`config.mk`:
```
export PLATFORM = sky130hd
export DESIGN_NAME = adc_seq_latch
export DESIGN_NICKNAME = d
export VERILOG_FILES = /design/src/rtl/adc_seq_pkg.sv /design/src/rtl/adc_seq_regs.sv /design/src/rtl/adc_seq_ctrl.sv /design/src/rtl/adc_seq_shadow.sv /design/src/rtl/adc_seq_latch.sv
export SDC_FILE = /design/constraint.sdc
export NUM_CORES = 1
export LEC_CHECK = 0
export BUFFER_PORTS_ARGS = -buffer_cell sky130_fd_sc_hd__buf_2
export CORE_MARGIN = 2
export CORE_UTILIZATION = 50
export CTS_BUF_LIST = sky130_fd_sc_hd__clkbuf_4 sky130_fd_sc_hd__clkbuf_8
export DETAILED_ROUTE_END_ITERATION = 12
export GPL_TIMING_DRIVEN = 0
export PLACE_DENSITY = 0.85
export SLEW_MARGIN = 25
export SYNTH_ARGS = -nofsm -noshare
export SYNTH_HDL_FRONTEND = slang
export SYNTH_HIERARCHICAL = 1
export SYNTH_SLANG_ARGS = --single-unit
```
`constraint.sdc`:
```
create_clock -name clk -period 1.6 [get_ports clk]
set_input_delay 0 -clock clk [delete_from_list [all_inputs] [get_ports clk]]
set_output_delay 0 -clock clk [all_outputs]
set_load 0.01 [all_outputs]
```
`src/rtl/adc_seq_pkg.sv`:
```
package adc_seq_pkg;

    // Control register bit positions
    localparam int CTL_EN   = 0;
    localparam int CTL_GO   = 1;
    localparam int CTL_AUTO = 2;
    localparam int CTL_FREE = 3;
    localparam int CTL_CLR  = 4;
    localparam int CTL_IE   = 5;

    // Register addresses
    localparam logic ADDR_SEL  = 1'b0;
    localparam logic ADDR_CTRL = 1'b1;

    typedef enum logic [1:0] {
        ST_IDLE  = 2'd0,
        ST_ARMED = 2'd1,
        ST_CONV  = 2'd2
    } seq_state_e;

    typedef struct packed {
        logic en;
        logic auto_trig;
        logic free_run;
        logic irq_en;
    } ctrl_cfg_t;

    function automatic int cnt_width(input int cycles);
        return (cycles > 1) ? $clog2(cycles) : 1;
    endfunction

endpackage

```
`src/rtl/adc_seq_regs.sv`:
```
module adc_seq_regs
    import adc_seq_pkg::*;
#(
    parameter int DATA_W = 8,
    parameter int SEL_W  = 3
) (
    input  logic              clk,
    input  logic              rst,
    input  logic              cpu_wr,
    input  logic              cpu_addr,
    input  logic [DATA_W-1:0] cpu_wdata,
    input  logic              done_pulse,
    output logic [SEL_W-1:0]  cpu_sel,
    output ctrl_cfg_t         cfg,
    output logic              start_req,
    output logic              abort_req,
    output logic              flag
);

    logic sel_wr;
    logic ctl_wr;

    assign sel_wr    = cpu_wr && (cpu_addr == ADDR_SEL);
    assign ctl_wr    = cpu_wr && (cpu_addr == ADDR_CTRL);
    assign start_req = ctl_wr && cpu_wdata[CTL_EN] && cpu_wdata[CTL_GO];
    assign abort_req = ctl_wr && !cpu_wdata[CTL_EN];

    always_ff @(posedge clk) begin
        if (rst) begin
            cpu_sel <= '0;
        end else if (sel_wr) begin
            cpu_sel <= cpu_wdata[SEL_W-1:0];
        end
    end

    always_ff @(posedge clk) begin
        if (rst) begin
            cfg <= '0;
        end else if (ctl_wr) begin
            cfg.en        <= cpu_wdata[CTL_EN];
            cfg.auto_trig <= cpu_wdata[CTL_AUTO];
            cfg.free_run  <= cpu_wdata[CTL_FREE];
            cfg.irq_en    <= cpu_wdata[CTL_IE];
        end
    end

    // Completion has priority over a software clear in the same cycle
    always_ff @(posedge clk) begin
        if (rst) begin
            flag <= 1'b0;
        end else if (done_pulse) begin
            flag <= 1'b1;
        end else if (ctl_wr && cpu_wdata[CTL_CLR]) begin
            flag <= 1'b0;
        end
    end

    logic wdata_unused;
    assign wdata_unused = ^cpu_wdata;

endmodule

```
`src/rtl/adc_seq_ctrl.sv`:
```
module adc_seq_ctrl
    import adc_seq_pkg::*;
#(
    parameter int CONV_CYCLES = 13
) (
    input  logic      clk,
    input  logic      rst,
    input  logic      adc_ce,
    input  logic      trig_in,
    input  ctrl_cfg_t cfg,
    input  logic      start_req,
    input  logic      abort_req,
    output logic      busy,
    output logic      sel_open,
    output logic      done_pulse
);

    localparam int CNT_W = cnt_width(CONV_CYCLES);
    localparam logic [CNT_W-1:0] LAST = CNT_W'(CONV_CYCLES - 1);

    seq_state_e       state;
    logic [CNT_W-1:0] cnt;
    logic             trig_q;
    logic             trig_rise;
    logic             arm;
    logic             at_last;

    always_ff @(posedge clk) begin
        if (rst) trig_q <= 1'b0;
        else     trig_q <= trig_in;
    end

    assign trig_rise = trig_in && !trig_q;
    assign arm       = (state == ST_IDLE) &&
                       (start_req || (trig_rise && cfg.auto_trig && cfg.en));
    assign at_last   = (state == ST_CONV) && (cnt == LAST);
    assign done_pulse = at_last && adc_ce && !abort_req;

    always_ff @(posedge clk) begin
        if (rst || abort_req) begin
            state <= ST_IDLE;
            cnt   <= '0;
        end else begin
            unique case (state)
                ST_IDLE: begin
                    if (arm) state <= ST_ARMED;
                end
                ST_ARMED: begin
                    if (adc_ce) begin
                        state <= ST_CONV;
                        cnt   <= '0;
                    end
                end
                ST_CONV: begin
                    if (adc_ce) begin
                        if (cnt == LAST) begin
                            cnt <= '0;
                            if (!cfg.free_run) state <= ST_IDLE;
                        end else begin
                            cnt <= cnt + CNT_W'(1);
                        end
                    end
                end
                default: state <= ST_IDLE;
            endcase
        end
    end

    assign busy     = (state != ST_IDLE);
    assign sel_open = (state != ST_CONV) || at_last;

endmodule

```
`src/rtl/adc_seq_shadow.sv`:
```
module adc_seq_shadow #(
    parameter int SEL_W = 3
) (
    input  logic             clk,
    input  logic             rst,
    input  logic             sel_open,
    input  logic [SEL_W-1:0] cpu_sel,
    output logic [SEL_W-1:0] work_sel
);

    always_ff @(posedge clk) begin
        if (rst) begin
            work_sel <= '0;
        end else if (sel_open) begin
            work_sel <= cpu_sel;
        end
    end

endmodule

```
`src/rtl/adc_seq_latch.sv`:
```
module adc_seq_latch
    import adc_seq_pkg::*;
#(
    parameter int DATA_W      = 8,
    parameter int MUX_W       = 2,
    parameter int REF_W       = 1,
    parameter int CONV_CYCLES = 13
) (
    input  logic              clk,
    input  logic              rst,
    input  logic              adc_ce,
    input  logic              cpu_wr,
    input  logic              cpu_addr,
    input  logic [DATA_W-1:0] cpu_wdata,
    input  logic              trig_in,
    output logic [MUX_W-1:0]  mux_sel,
    output logic [REF_W-1:0]  ref_sel,
    output logic              busy,
    output logic              done_flag,
    output logic              irq
);

    localparam int SEL_W = MUX_W + REF_W;

    logic [SEL_W-1:0] cpu_sel_w;
    logic [SEL_W-1:0] work_sel_w;
    ctrl_cfg_t        cfg_w;
    logic             start_req_w;
    logic             abort_req_w;
    logic             done_pulse_w;
    logic             sel_open_w;

    adc_seq_regs #(
        .DATA_W (DATA_W),
        .SEL_W  (SEL_W)
    ) u_regs (
        .clk        (clk),
        .rst        (rst),
        .cpu_wr     (cpu_wr),
        .cpu_addr   (cpu_addr),
        .cpu_wdata  (cpu_wdata),
        .done_pulse (done_pulse_w),
        .cpu_sel    (cpu_sel_w),
        .cfg        (cfg_w),
        .start_req  (start_req_w),
        .abort_req  (abort_req_w),
        .flag       (done_flag)
    );

    adc_seq_ctrl #(
        .CONV_CYCLES (CONV_CYCLES)
    ) u_ctrl (
        .clk        (clk),
        .rst        (rst),
        .adc_ce     (adc_ce),
        .trig_in    (trig_in),
        .cfg        (cfg_w),
        .start_req  (start_req_w),
        .abort_req  (abort_req_w),
        .busy       (busy),
        .sel_open   (sel_open_w),
        .done_pulse (done_pulse_w)
    );

    adc_seq_shadow #(
        .SEL_W (SEL_W)
    ) u_shadow (
        .clk      (clk),
        .rst      (rst),
        .sel_open (sel_open_w),
        .cpu_sel  (cpu_sel_w),
        .work_sel (work_sel_w)
    );

    assign mux_sel = work_sel_w[MUX_W-1:0];
    assign ref_sel = work_sel_w[SEL_W-1:MUX_W];
    assign irq     = done_flag && cfg_w.irq_en;

endmodule

```
Yosys cells after proc, flatten, opt, wreduce, memory -nomap -nowiden --
Cells that the tools add are included.
Cells by class: add/sub/neg operators 1, eq/ne operators 9, mux-type cells 12, bitwise operators 1, reductions and logical operators 26
Operator list (count):
- logical AND 1 bit | 14
- two-way mux 4 bit | 3
- two-way mux 2 bit | 5
- inequality test 2 bit, second input constant | 5
- case mux 4 bit (2 select lines) | 1
- case mux 2 bit (3 select lines) | 1
- nonzero test 2 bit | 3
- AND reduction 5 bit | 1
- adder 4 x 1 -> 4 bit, second input constant | 1
- equality test 4 bit, second input constant | 1
- zero test 1 bit | 3
- logical OR 1 bit | 3
- AND reduction 3 bit | 1
- equality test 2 x 1 -> 1 bit, second input constant | 1
- equality test 2 bit, second input constant | 1
- zero test 2 bit | 1
- two-way mux 1 bit | 2
- inequality test 2 x 1 -> 1 bit, second input constant | 1
- inverter 1 bit | 1
Storage, ports and cells: flip-flop bits (word level) 18, output and inout port bits 6, word-level logic and storage cells 59

Longest topological paths before layout --
Gate-level depths: netlist of the first run.
depth in word-level cells 8, depth in mapped cells 6, mapped depth without buffers 6

Hierarchy --
Netlist of the first run, hierarchy kept.
By module, submodules not included:
- adc_seq_ctrl | instances 1, cells an instance 49, area an instance 410.4 um2, seq. area each 140.1 um2
- adc_seq_regs | instances 1, cells an instance 34, area an instance 377.9 um2, seq. area each 160.2 um2
- adc_seq_shadow | instances 1, cells an instance 9, area an instance 101.3 um2, seq. area each 60.1 um2
- adc_seq_latch | instances 1, cells an instance 1, area an instance 6.3 um2, seq. area each 0.0 um2

Worst setup path before layout of the first run --
OpenSTA, ideal clock, no wires.
path type reg2reg, from reg u_ctrl.cnt[0], to reg u_regs.flag, arrival 1.203 ns, data required time 1.512 ns, path slack 0.309 ns, cell stages (with the launch flop) 7, path buffers 0, cell sequence dfxtp_1 -> inv_1 -> ha_1 -> nand3_1 -> nor4_1 -> nor2_1 -> a311oi_2
On the way: word-level cells in the longest chain between the ends 5, elaborated cells on any way between the ends 6, those cells by class eq/ne (1); mux (1); reduce/logical (4)
Ends and longest elaborated chain:
- start, declared | RTL line adc_seq_ctrl.sv:22 | logic [CNT_W-1:0] cnt;
- start signal, assigned | RTL line adc_seq_ctrl.sv:60 | cnt <= cnt + CNT_W'(1);
- equality test 4 bit * | RTL line adc_seq_ctrl.sv:36 | assign at_last = (state == ST_CONV) && (cnt == LAST);
- logical AND 1 bit * | RTL line adc_seq_ctrl.sv:36
- logical AND 1 bit * (2 in a row) | RTL line adc_seq_ctrl.sv:37 | assign done_pulse = at_last && adc_ce && !abort_req;
- net done_pulse_w | RTL line adc_seq_latch.sv:30 | logic done_pulse_w;
- two-way mux 1 bit / nonzero test 2 bit (equally long branches)
- end signal, assigned | RTL line adc_seq_regs.sv:50 | flag <= 1'b0;
- end signal, assigned | RTL line adc_seq_regs.sv:52 | flag <= 1'b1;
- end signal, assigned | RTL line adc_seq_regs.sv:54 | flag <= 1'b0;
- end, declared | RTL line adc_seq_regs.sv:17 | output logic flag
The timed path passes the listed nets; every way through them passes the cells marked *. A chain may end at the register's enable or synchronous reset.

Worst setup path in the final report of the first run --
Ends and elaborated chain as after synthesis.

==> results of run 1 <==
metal layers:
layer / share of wire (%) / track usage [%] / routed length (um) / up-vias
met5: 0 / 0 / 0 / -
met4: 0.52 / 6.86 / 9 / 0
met3: 4.1 / 2.35 / 71 / 2
met2: 51 / 32.8 / 884 / 17
met1: 45 / 21.8 / 781 / 352
li1: - / - / - / 386
path summary, 6_finish.rpt:
path	depth (start not counted)	startpoint	to
max reg2reg	6	u_ctrl/cnt[0]$_SDFFE_PP0P_	u_regs/flag$_SDFFE_PP0P_
min reg2reg	2	u_regs/cfg[3]$_SDFFE_PP0N_	u_regs/cfg[3]$_SDFFE_PP0N_
min	3	cpu_wdata[3]	u_regs/cfg[1]$_SDFFE_PP0N_
max	6	u_ctrl/cnt[0]$_SDFFE_PP0P_	u_regs/flag$_SDFFE_PP0P_
logic make-up (layout without fill, tap and decap cells):
logic type,after synthesis,count (layout)
and+or+nand+nor,45,45
DFF,18,18
AOI/OAI and AO/OA,13,13
muxes,9,9
buffers and inverters,6,34
adders and majority gates,2,2
Yosys cell counts:
cell / instances
or2b_1: 1
or2_4: 1
nor2b_1: 2
o21bai_1: 1
and4b_1: 3
nand2b_2: 6
nand2_1: 8
a21oi_1: 1
and3_1: 3
buf_6: 1
nand4_2: 1
or3_1: 1
and2_1: 1
and2b_1: 1
a32o_1: 1
or2_1: 1
nand3_1: 1
dfxtp_1: 18
o32ai_1: 1
o21ai_1: 1
a31o_2: 1
inv_1: 5
nand2b_1: 1
nor2_1: 8
mux2i_1: 9
ha_1: 2
and4bb_1: 1
nand3b_1: 1
nor3b_1: 2
o21ai_0: 3
a311oi_2: 1
nor4_1: 1
a31o_1: 2
a22oi_1: 1
and2_4: 1
metrics by stage:
stage | power (mW) | area, um2 | TNS [ns] | worst slack (ns)
6_report | 0.855 | 1120 | 0 | 0.112
4_1_cts | 0.864 | 1120 | 0 | 0.109
3_5_place_dp | 0.581 | 1010 | 0 | 0.139
5_1_grt | 0.893 | 1120 | -0.0373 | -0.0271
2_1_floorplan | 0.543 | 896 | 0 | 0.309
3_3_place_gp | 0.577 | 1010 | 0 | 0.151
final cells by class:
class                      count  area (um2)
inverter                       5        18.8
tap                           25        31.3
sequential                    18         360
buffer                         1        11.3
multi-input combinational     69         512
clock buffer                   4        36.3
fill                         152         583
timing repair buffer          24         155
cells in the final DEF (no fill, tap or decap), types with 2 or more instances in the layout:
cell type | netlist | layout
dfxtp_1 | 18 | 18
dlygate4sd3_1 | 0 | 7
a31o_1 | 2 | 2
nand2b_2 | 6 | 6
clkbuf_4 | 0 | 3
nand2_1 | 8 | 8
nor2b_1 | 2 | 2
nor3b_1 | 2 | 2
ha_1 | 2 | 2
nor2_1 | 8 | 8
o21ai_0 | 3 | 3
and4b_1 | 3 | 3
and3_1 | 3 | 3
inv_1 | 5 | 5
mux2i_1 | 9 | 9
buf_2 | 0 | 17
worst max-delay path, cell delays in order (launching register included):
cell and delay, ns:
dfxtp_1 0.34, inv_1 0.09, ha_1 0.15, nand3_1 0.14, nor4_2 0.30, nor2_1 0.10
a311oi_2 0.27
timing repair:
action | in CTS | in global routing
endpoints found under the setup margin | 0 | 2
endpoints found under the hold margin | 9 | 0
hold buffers | 7 | 0
resized for setup | 0 | 1
power by group:
group | switching (mW) | total [mW] | internal (mW)
sequential | 0.00945 | 0.472 | 0.463
combinational | 0.0519 | 0.112 | 0.0599
clock | 0.133 | 0.271 | 0.138
flip-flops by register name (all words and copies together), names as in the netlist:
name,cells
u_ctrl/state,2
u_ctrl/cnt,4
u_ctrl/trig_q,1
u_shadow/work_sel,3
u_regs/cfg,4
u_regs/cpu_sel,3
u_regs/flag,1
==> summary.md, run 1 <==
| Metric | Value |
|---|---|
| Synth top area cells | dfxtp_1 (40%), mux2i_1 (10%), nand2b_2 (5.9%) |
| Hold crit path type | input port to flip-flop |
| DRT iter0 DRCs | 20 |
| CP Data Arrival Time | 1.68 ns |
| Synthesized Nets | 109 |
| Placer Congestion | 0.806 |
| DP Wirelength | 1.32 mm |
| Die Ht | 46.3 um |
| Number of diodes | 0 |
| Vias/cell | 5.18 |
| Syn_area_per_cell | 9.63 um2 |
| Global-route wire length before repair | 2.83 mm |
| Vias | 757 |
| GR Overflow Total | 0 |
| Worst-Skew Late Latency | 0.29 ns |
| Die width | 46.3 um |
| Power per cell area | 760 nW/um2 |
| Worst-margin pin slew | 0.277 ns |
| CTS tree | built |
| Drt total wl | 1.75 mm |
| RSZ-0062 raised after global routing | yes |
| Starting Density | 52.5% |
| Worst Path Required | 1.79 ns |
| TritonCTS buffer count | 3 |
| Post-synthesis sequential area ratio | 40.2% |
| Post-synthesis mux area share | 10.1% |
| Final hold violation count | 0 |
| IO Port Bufs | 17 |
| Post-CTS Setup Inserts | 0 |
| Synth cell types | 35 |
| FF-to-FF setup slack | 0.11 ns |
| Synth Area in Adders | 2.79% |
| Status | completed |
| Root Buffer | clkbuf_4 |
| Reg clk slew, reported paths | 0.10 ns |
| Post-synthesis simple-gate area fraction | 32.4% |
| Placed cells | 135 |
| Tcrit/Tclk final | 93.0% |
| Slew margin rel. | 81.4% |
| WHS | 0.0911 ns |
| Count of endpoints failing setup in the final report | 0 |
| Worst-path maximum fanout | 4 |
| XOR/XNOR Fraction of Synth Area | 0% |
| DR pass1 iterations | 4 |
| Die area | 2150 um2 |
| Site Rows | 15 |
| Main combinational cell family by area after synthesis | simple AND/OR/NAND/NOR gates |
| Core footprint | 1710 um2 |
| Clock tree sinks | 18 |
| H-tree Lvls | 1 |
| Largest net degree at the start of global routing | 11 |
| Pins Over Slew Limit | 0 |
| Mapped Area | 896 um2 |
| Number of global-route vias before repair | 694 |
| Synth top area share | 40.2% |
| Final Core Density | 65.9% |
| Synth Area in Compound Gates | 11.2% |
| Mean routed wirelength per cell | 12.0 um |
| Drt drc | 0 |
| Min Tclk post-route | 1.49 ns |
| Setup crit end kind | flip-flop |
| Startpoint Class | flip-flop |
| Post-Layout Cell Count | 146 |
| Peak supply drop | 0.000541 V |
| Max-cap check violation count | 0 |
| Routed Antenna Nets | 0 |
| Dominant cell type by area after synthesis | dfxtp_1 |
| F_max | 672 MHz |
| Leakage | 0.518 nW |
| Cells after Synth | 93 |
| Syn-to-layout area delta | 25.6% |
| I/O Pins | 20 |
| YS warnings | 6 |
| Max clock buf depth | 2 |
| Initial antenna violation count | 0 |
| Total GRT Usage | 18.3% |
| Crit Path Category | flip-flop to flip-flop |
| Nets | 138 |
| Yosys reg bits | 18 |
| Share of cells above drive strength 1 | 28.1% |
| Layout Skew | 0.00859 ns |
(Power assumes the default switching activity.)
==> inputs of run 2 (changes only) <==
--- a/config.mk
+++ b/config.mk
@@ -7,12 +7,12 @@
 export LEC_CHECK = 0
 export BUFFER_PORTS_ARGS = -buffer_cell sky130_fd_sc_hd__buf_2
 export CORE_MARGIN = 2
-export CORE_UTILIZATION = 50
+export CORE_UTILIZATION = 49
 export CTS_BUF_LIST = sky130_fd_sc_hd__clkbuf_4 sky130_fd_sc_hd__clkbuf_8
 export DETAILED_ROUTE_END_ITERATION = 12
 export GPL_TIMING_DRIVEN = 0
-export PLACE_DENSITY = 0.85
-export SLEW_MARGIN = 25
+export PLACE_DENSITY = 0.86
+export SLEW_MARGIN = 0
 export SYNTH_ARGS = -nofsm -noshare
 export SYNTH_HDL_FRONTEND = slang
 export SYNTH_HIERARCHICAL = 1
==> constraint.sdc (replaced) <==
create_clock -name clk -period 1.2 [get_ports clk]
set_input_delay 0 -clock clk [delete_from_list [all_inputs] [get_ports clk]]
set_output_delay 0 -clock clk [all_outputs]
set_load 0.01 [all_outputs]
==> summary.md, run 2 (synthesis gave the netlist of run 1 again) <==
| Metric | Value |
|---|---|
| Layout Skew | 0.00603 ns (-0.00256 ns) |
| Vias | 820 (+8.3%) |
| Routed Antenna Nets | 0 (unchanged) |
| Max clock buf depth | 2 (unchanged) |
| Clock tree sinks | 18 (unchanged) |
| Power per cell area | 927 nW/um2 (+22%) |
| Die width | 46.8 um (+0.93%) |
| Max-cap check violation count | 0 (unchanged) |
| Root Buffer | clkbuf_4 |
| Die area | 2190 um2 (+1.9%) |
| Tcrit/Tclk final | 109% (+16 points) |
| Global-route wire length before repair | 3.55 mm (+26%) |
| DRT iter0 DRCs | 21 (+5.0%) |
| WHS | 0.0892 ns (-0.00187 ns) |
| Worst-margin pin slew | 0.304 ns (+0.0273 ns) |
| Commonest non-fill, non-tap cell in the layout | buf_2 |
| I/O Pins | 20 (unchanged) |
| Status | finished, violations left |
| Drt total wl | 2.25 mm (+29%) |
| Crit path max-delay cell type | dfxtp_4 |
| Core footprint | 1730 um2 (+1.1%) |
| Drt drc | 0 (unchanged) |
| M2 GR Usage | 42.7% (+10 points) |
| WHS Path Cells | 3 (unchanged) |
| Peak supply drop | 0.000738 V (+36%) |
| Hold crit path type | input port to flip-flop |
| Slew margin rel. | 79.6% (-1.7 points) |
| RSZ-0062 raised after global routing | yes |
| Final Total Pwr | 1.20 mW (+40%) |
| Site Rows | 15 (unchanged) |
| Number of diodes | 0 (unchanged) |
| Number of global-route vias before repair | 792 (+14%) |
| Worst-path maximum fanout | 3 (-1) |
| Mean routed wirelength per cell | 14.6 um (+22%) |
| F_max | 768 MHz (+14%) |
| Fin area | 1290 um2 (+15%) |
| Total GRT Usage | 23.1% (+4.8 points) |
| Leading registers by flop count | u_ctrl/cnt: 4 flops, u_regs/cfg: 4 flops |
| Syn-to-layout area delta | 43.9% |
| Initial antenna violation count | 0 (unchanged) |
| Vias/cell | 5.32 (+2.7%) |
| Reg2reg path depth | 4 (-2) |
| Final hold violation count | 0 (unchanged) |
| DR pass1 iterations | 4 (unchanged) |
| Share of cells above drive strength 1 | 44.2% (+16 points) |
| Failing checks | setup timing |
| TritonCTS buffer count | 3 (unchanged) |
| IO Port Bufs | 17 (unchanged) |
| Nets | 146 (+5.8%) |
| Cell Chain, Critical Path | or2_4, or3_4, nand4_4, mux2i_1 |
| Pre-CTS setup slack | -0.255 ns (-0.394 ns) |
| Worst Path Required | 1.42 ns (-0.37 ns) |
| GR Overflow Total | 0 (unchanged) |
| Leakage | 0.573 nW (+11%) |
| Starting Density | 51.9% (-0.57 points) |
| M3 GR Usage | 2.31% (-0.045 points) |
| DP Wirelength | 1.38 mm (+4.3%) |
| Pins Over Slew Limit | 0 (unchanged) |
| CP Data Arrival Time | 1.52 ns (-0.16 ns) |
| Worst r2r src | u_ctrl/state[0]$_SDFFE_PP0P_ |
| Setup crit end kind | flip-flop |
| Count of endpoints failing setup in the final report | 8 (+8) |
| CTS tree | built |
| Die Ht | 46.8 um (+0.93%) |
| Grt met1 use | 26.7% (+4.9 points) |
| Hold EP | u_regs/cfg[1]$_SDFFE_PP0N_ |
| Crit path largest cell delay | 0.36 ns (+0.02 ns) |
| FF-to-FF setup slack | -0.10 ns (-0.21 ns) |
| H-tree Lvls | 1 (unchanged) |
| Setup WS post-layout | -0.103 ns (-0.214 ns) |
| Largest net degree at the start of global routing | 11 (unchanged) |
| Startpoint Class | flip-flop |
| Crit Path Category | flip-flop to flip-flop |
| Placer Congestion | 0.755 (-6.4%) |
| Worst-Skew Late Latency | 0.29 ns (about the same) |
| FF-to-FF End | u_ctrl/state[1]$_SDFFE_PP0P_ |
| Min Tclk post-route | 1.30 ns (-0.186 ns) |
| Final Core Density | 74.6% (+8.8 points) |
| Worst hold start | cpu_wdata[3] |
| Reg clk slew, reported paths | 0.10 ns (about the same) |
| DP Area | 1030 um2 (+1.5%) |
| Top Usage Layer GRT | met2 |
| Most frequent cells in the layout | buf_2 (16), dfxtp_1 (14), mux2i_1 (9) |
-- run 2: worst max path at each step --
stage | from | end | cells past startpoint
6_report | u_ctrl/state[0]$_SDFFE_PP0P_ | u_ctrl/state[1]$_SDFFE_PP0P_ | 4
5_1_grt | u_ctrl/state[0]$_SDFFE_PP0P_ | u_ctrl/state[1]$_SDFFE_PP0P_ | 4
4_1_cts | u_ctrl/state[0]$_SDFFE_PP0P_ | u_ctrl/state[1]$_SDFFE_PP0P_ | 4
3_5_place_dp | u_ctrl/cnt[0]$_SDFFE_PP0P_ | u_ctrl/state[0]$_SDFFE_PP0P_ | 6
3_3_place_gp | u_ctrl/cnt[0]$_SDFFE_PP0P_ | u_ctrl/state[0]$_SDFFE_PP0P_ | 6
2_1_floorplan | u_ctrl/state[0]$_SDFFE_PP0P_ | u_ctrl/state[1]$_SDFFE_PP0P_ | 4
-- run 2: repair_timing --
action	CTS	global route
pin swaps	8	1
setup buffers	8	0
setup endpoints to repair	9	10
gates resized for setup	16	5
hold buffers	7	0
hold endpoints to repair	9	0
-- run 2: final cells by class --
class / count / area [um2]
Buffer: 1 / 11.3
Clock buffer: 4 / 36.3
Fill cell: 122 / 438
Inverter: 5 / 18.8
Multi-Input combinational cell: 69 / 589
Sequential cell: 18 / 368
Tap cell: 25 / 31.3
Timing Repair Buffer: 32 / 234
-- run 2: critical path, delay by kind of cell (launching register included) --
| kind | cells | cell delay, ns |
|---|---|---|
| DFF | 1 | 0.36 |
| and+or+nand+nor | 3 | 0.68 |
| muxes | 1 | 0.19 |
-- run 2: metrics by stage --
step | TNS [ns] | cells
2_1_floorplan | -0.0933 | 93
6_report | -0.458 | 154
4_1_cts | -0.311 | 154
5_1_grt | -0.855 | 154
3_3_place_gp | -0.433 | 135
3_5_place_dp | -1.02 | 135
-- run 2: power by group --
| part | switching, mW | internal (mW) | total (mW) |
|---|---|---|---|
| clock | 0.186 | 0.185 | 0.371 |
| sequential | 0.0138 | 0.617 | 0.631 |
| combinational | 0.0906 | 0.103 | 0.194 |
-- run 2: per-layer routing --
metal / vias to the layer above / routed length (um)
met5: - / 0
met4: 0 / 72
met3: 8 / 70
met2: 27 / 1240
met1: 380 / 868
li1: 405 / -
==> inputs of run 3 (changes only) <==
--- a/config.mk
+++ b/config.mk
@@ -11,6 +11,7 @@
 export CTS_BUF_LIST = sky130_fd_sc_hd__clkbuf_4 sky130_fd_sc_hd__clkbuf_8
 export DETAILED_ROUTE_END_ITERATION = 12
 export GPL_TIMING_DRIVEN = 0
+export MAX_ROUTING_LAYER = met4
 export PLACE_DENSITY = 0.86
 export SLEW_MARGIN = 0
 export SYNTH_ARGS = -nofsm -noshare
==> summary.md, run 3 (synthesis gave the netlist of run 1 again) <==
| Metric | Value |
|---|---|
| M2 GR Usage | 42.7% (unchanged) |
| Grt met1 use | 27.2% (+0.48 points) |
| DP Wirelength | 1.38 mm (unchanged) |
| I/O Pins | 20 (unchanged) |
| Die area | 2190 um2 (unchanged) |
| Drt drc | 0 (unchanged) |
| Reg2reg path depth | 4 (unchanged) |
| CP Data Arrival Time | 1.53 ns (about the same) |
| Peak supply drop | 0.000733 V (-0.66%) |
| DRT iter0 DRCs | 29 (+38%) |
| IO Port Bufs | 17 (unchanged) |
| Status | finished, violations left |
| WHS Path Cells | 3 (unchanged) |
| Final hold violation count | 0 (unchanged) |
| FF-to-FF End | u_ctrl/state[1]$_SDFFE_PP0P_ |
| M3 GR Usage | 2.31% (unchanged) |
| Mean routed wirelength per cell | 14.7 um (+0.53%) |
| Failing checks | setup timing |
| Top Usage Layer GRT | met2 |
| Worst-margin pin slew | 0.297 ns (-0.00765 ns) |
| Site Rows | 15 (unchanged) |
| Count of endpoints failing setup in the final report | 7 (-1) |
| Routed Antenna Nets | 0 (unchanged) |
| H-tree Lvls | 1 (unchanged) |
| Tcrit/Tclk final | 109% (+0.85 points) |
| Share of cells above drive strength 1 | 44.2% (unchanged) |
| Slew margin rel. | 80.2% (+0.51 points) |
| Syn-to-layout area delta | 43.9% (unchanged) |
| Die Ht | 46.8 um (unchanged) |
| Vias | 814 (-0.73%) |
| Max clock buf depth | 2 (unchanged) |
| Placer Congestion | 0.764 (+1.3%) |
| Worst-path maximum fanout | 3 (unchanged) |
| Root Buffer | clkbuf_4 |
| Final Total Pwr | 1.19 mW (about the same) |
| Worst Path Required | 1.41 ns (about the same) |
| RSZ-0062 raised after global routing | yes |
| Number of diodes | 0 (unchanged) |
| Clock tree sinks | 18 (unchanged) |
| Layout Skew | 0.00446 ns (-0.00158 ns) |
| Most frequent cells in the layout | buf_2 (16), dfxtp_1 (14), mux2i_1 (9) |
| Total GRT Usage | 24.0% (+0.92 points) |
| Worst-Skew Late Latency | 0.29 ns (about the same) |
| Initial antenna violation count | 0 (unchanged) |
| Power per cell area | 926 nW/um2 (about the same) |
| Nets | 146 (unchanged) |
| Max-cap check violation count | 0 (unchanged) |
| Crit Path Category | flip-flop to flip-flop |
| Setup TNS | -0.471 ns (-0.0127 ns) |
| Worst r2r src | u_ctrl/state[0]$_SDFFE_PP0P_ |
| Core footprint | 1730 um2 (unchanged) |
| Leading registers by flop count | u_ctrl/cnt: 4 flops, u_regs/cfg: 4 flops |
| Largest net degree at the start of global routing | 11 (unchanged) |
| CTS tree | built |
| Worst hold start | cpu_wdata[5] |
| Global-route wire length before repair | 3.57 mm (+0.39%) |
| DR pass1 iterations | 4 (unchanged) |
| TritonCTS buffer count | 3 (unchanged) |
| Min Tclk post-route | 1.31 ns (+0.0102 ns) |
| Pins Over Slew Limit | 0 (unchanged) |
| Setup crit end kind | flip-flop |
| Commonest non-fill, non-tap cell in the layout | buf_2 |
| Leakage | 0.573 nW (unchanged) |
| Startpoint Class | flip-flop |
| Starting Density | 51.9% (unchanged) |
| GR Overflow Total | 0 (unchanged) |
| Die width | 46.8 um (unchanged) |
| Hold crit path type | input port to flip-flop |
| Drt total wl | 2.26 mm (+0.53%) |
| F_max | 762 MHz (-0.78%) |
| Vias/cell | 5.29 (-0.73%) |
| Setup WS post-layout | -0.113 ns (-0.0102 ns) |
| Number of global-route vias before repair | 790 (-0.25%) |
| Hold EP | u_regs/cfg[0]$_SDFFE_PP0N_ |
| FF-to-FF setup slack | -0.11 ns (about the same) |
| Reg clk slew, reported paths | 0.10 ns (about the same) |
-- run 3: cell counts in the layout (fill, tap and decap cells not counted) --
Identical to the previous run, type by type.
-- run 3: report_power, final --
part           internal [mW]  switching [mW]  total (mW)
Clock                  0.185           0.185       0.370
Combinational          0.103          0.0905       0.193
Sequential             0.617          0.0138       0.631
-- run 3: timing repair --
| action | in CTS | in global routing |
|---|---|---|
| endpoints found under the hold margin | 9 | 0 |
| setup buffers | 8 | 0 |
| setup endpoints to repair | 9 | 10 |
| pin swaps | 8 | 1 |
| resized for setup | 16 | 5 |
| hold buffers | 7 | 0 |
-- run 3: worst max-delay path by stage --
stage | cells past startpoint | slack, ns | end | from
global route | 4 | -0.14 | u_ctrl/state[1]$_SDFFE_PP0P_ | u_ctrl/state[0]$_SDFFE_PP0P_
detailed placement | 6 | -0.26 | u_ctrl/state[0]$_SDFFE_PP0P_ | u_ctrl/cnt[0]$_SDFFE_PP0P_
finish | 4 | -0.11 | u_ctrl/state[1]$_SDFFE_PP0P_ | u_ctrl/state[0]$_SDFFE_PP0P_
CTS | 4 | -0.11 | u_ctrl/state[1]$_SDFFE_PP0P_ | u_ctrl/state[0]$_SDFFE_PP0P_
global placement | 6 | -0.13 | u_ctrl/state[0]$_SDFFE_PP0P_ | u_ctrl/cnt[0]$_SDFFE_PP0P_
floorplan | 4 | -0.04 | u_ctrl/state[1]$_SDFFE_PP0P_ | u_ctrl/state[0]$_SDFFE_PP0P_
-- run 3: per-stage QoR --
stage	worst slack (ns)	cells	instance area [um2]	hold slack (ns)	util [%]
finish	-0.113	154	1290	0.0843	74.6
global route	-0.139	154	1290	0.0993	74.6
CTS	-0.112	154	1270	0.0749	73.3
detailed placement	-0.255	135	1030	0.217	59.5
global placement	-0.125	135	1030	0.214	59.5
floorplan	-0.0364	93	911	0.0716	-
-- run 3: metal layers --
metal  part of all wire, %  vias up
met3                   2.8        8
met1                    38      381
met5                     0        -
li1                      -      404
met4                   2.3        0
met2                    56       21
-- run 3: critical path, cell delays in order (launching register included) --
cell and delay (ns):
dfxtp_4 0.36, or2_4 0.25, or3_4 0.34, nand4_4 0.08, mux2i_1 0.20
-- run 3: final cells by class --
type                    instances  area, um2
flip-flops and latches         18        368
multi-input cells              69        589
clock buffers                   4       36.3
inverters                       5       18.8
well taps                      25       31.3
fillers                       122        438
repair buffers                 32        234
plain buffers                   1       11.3
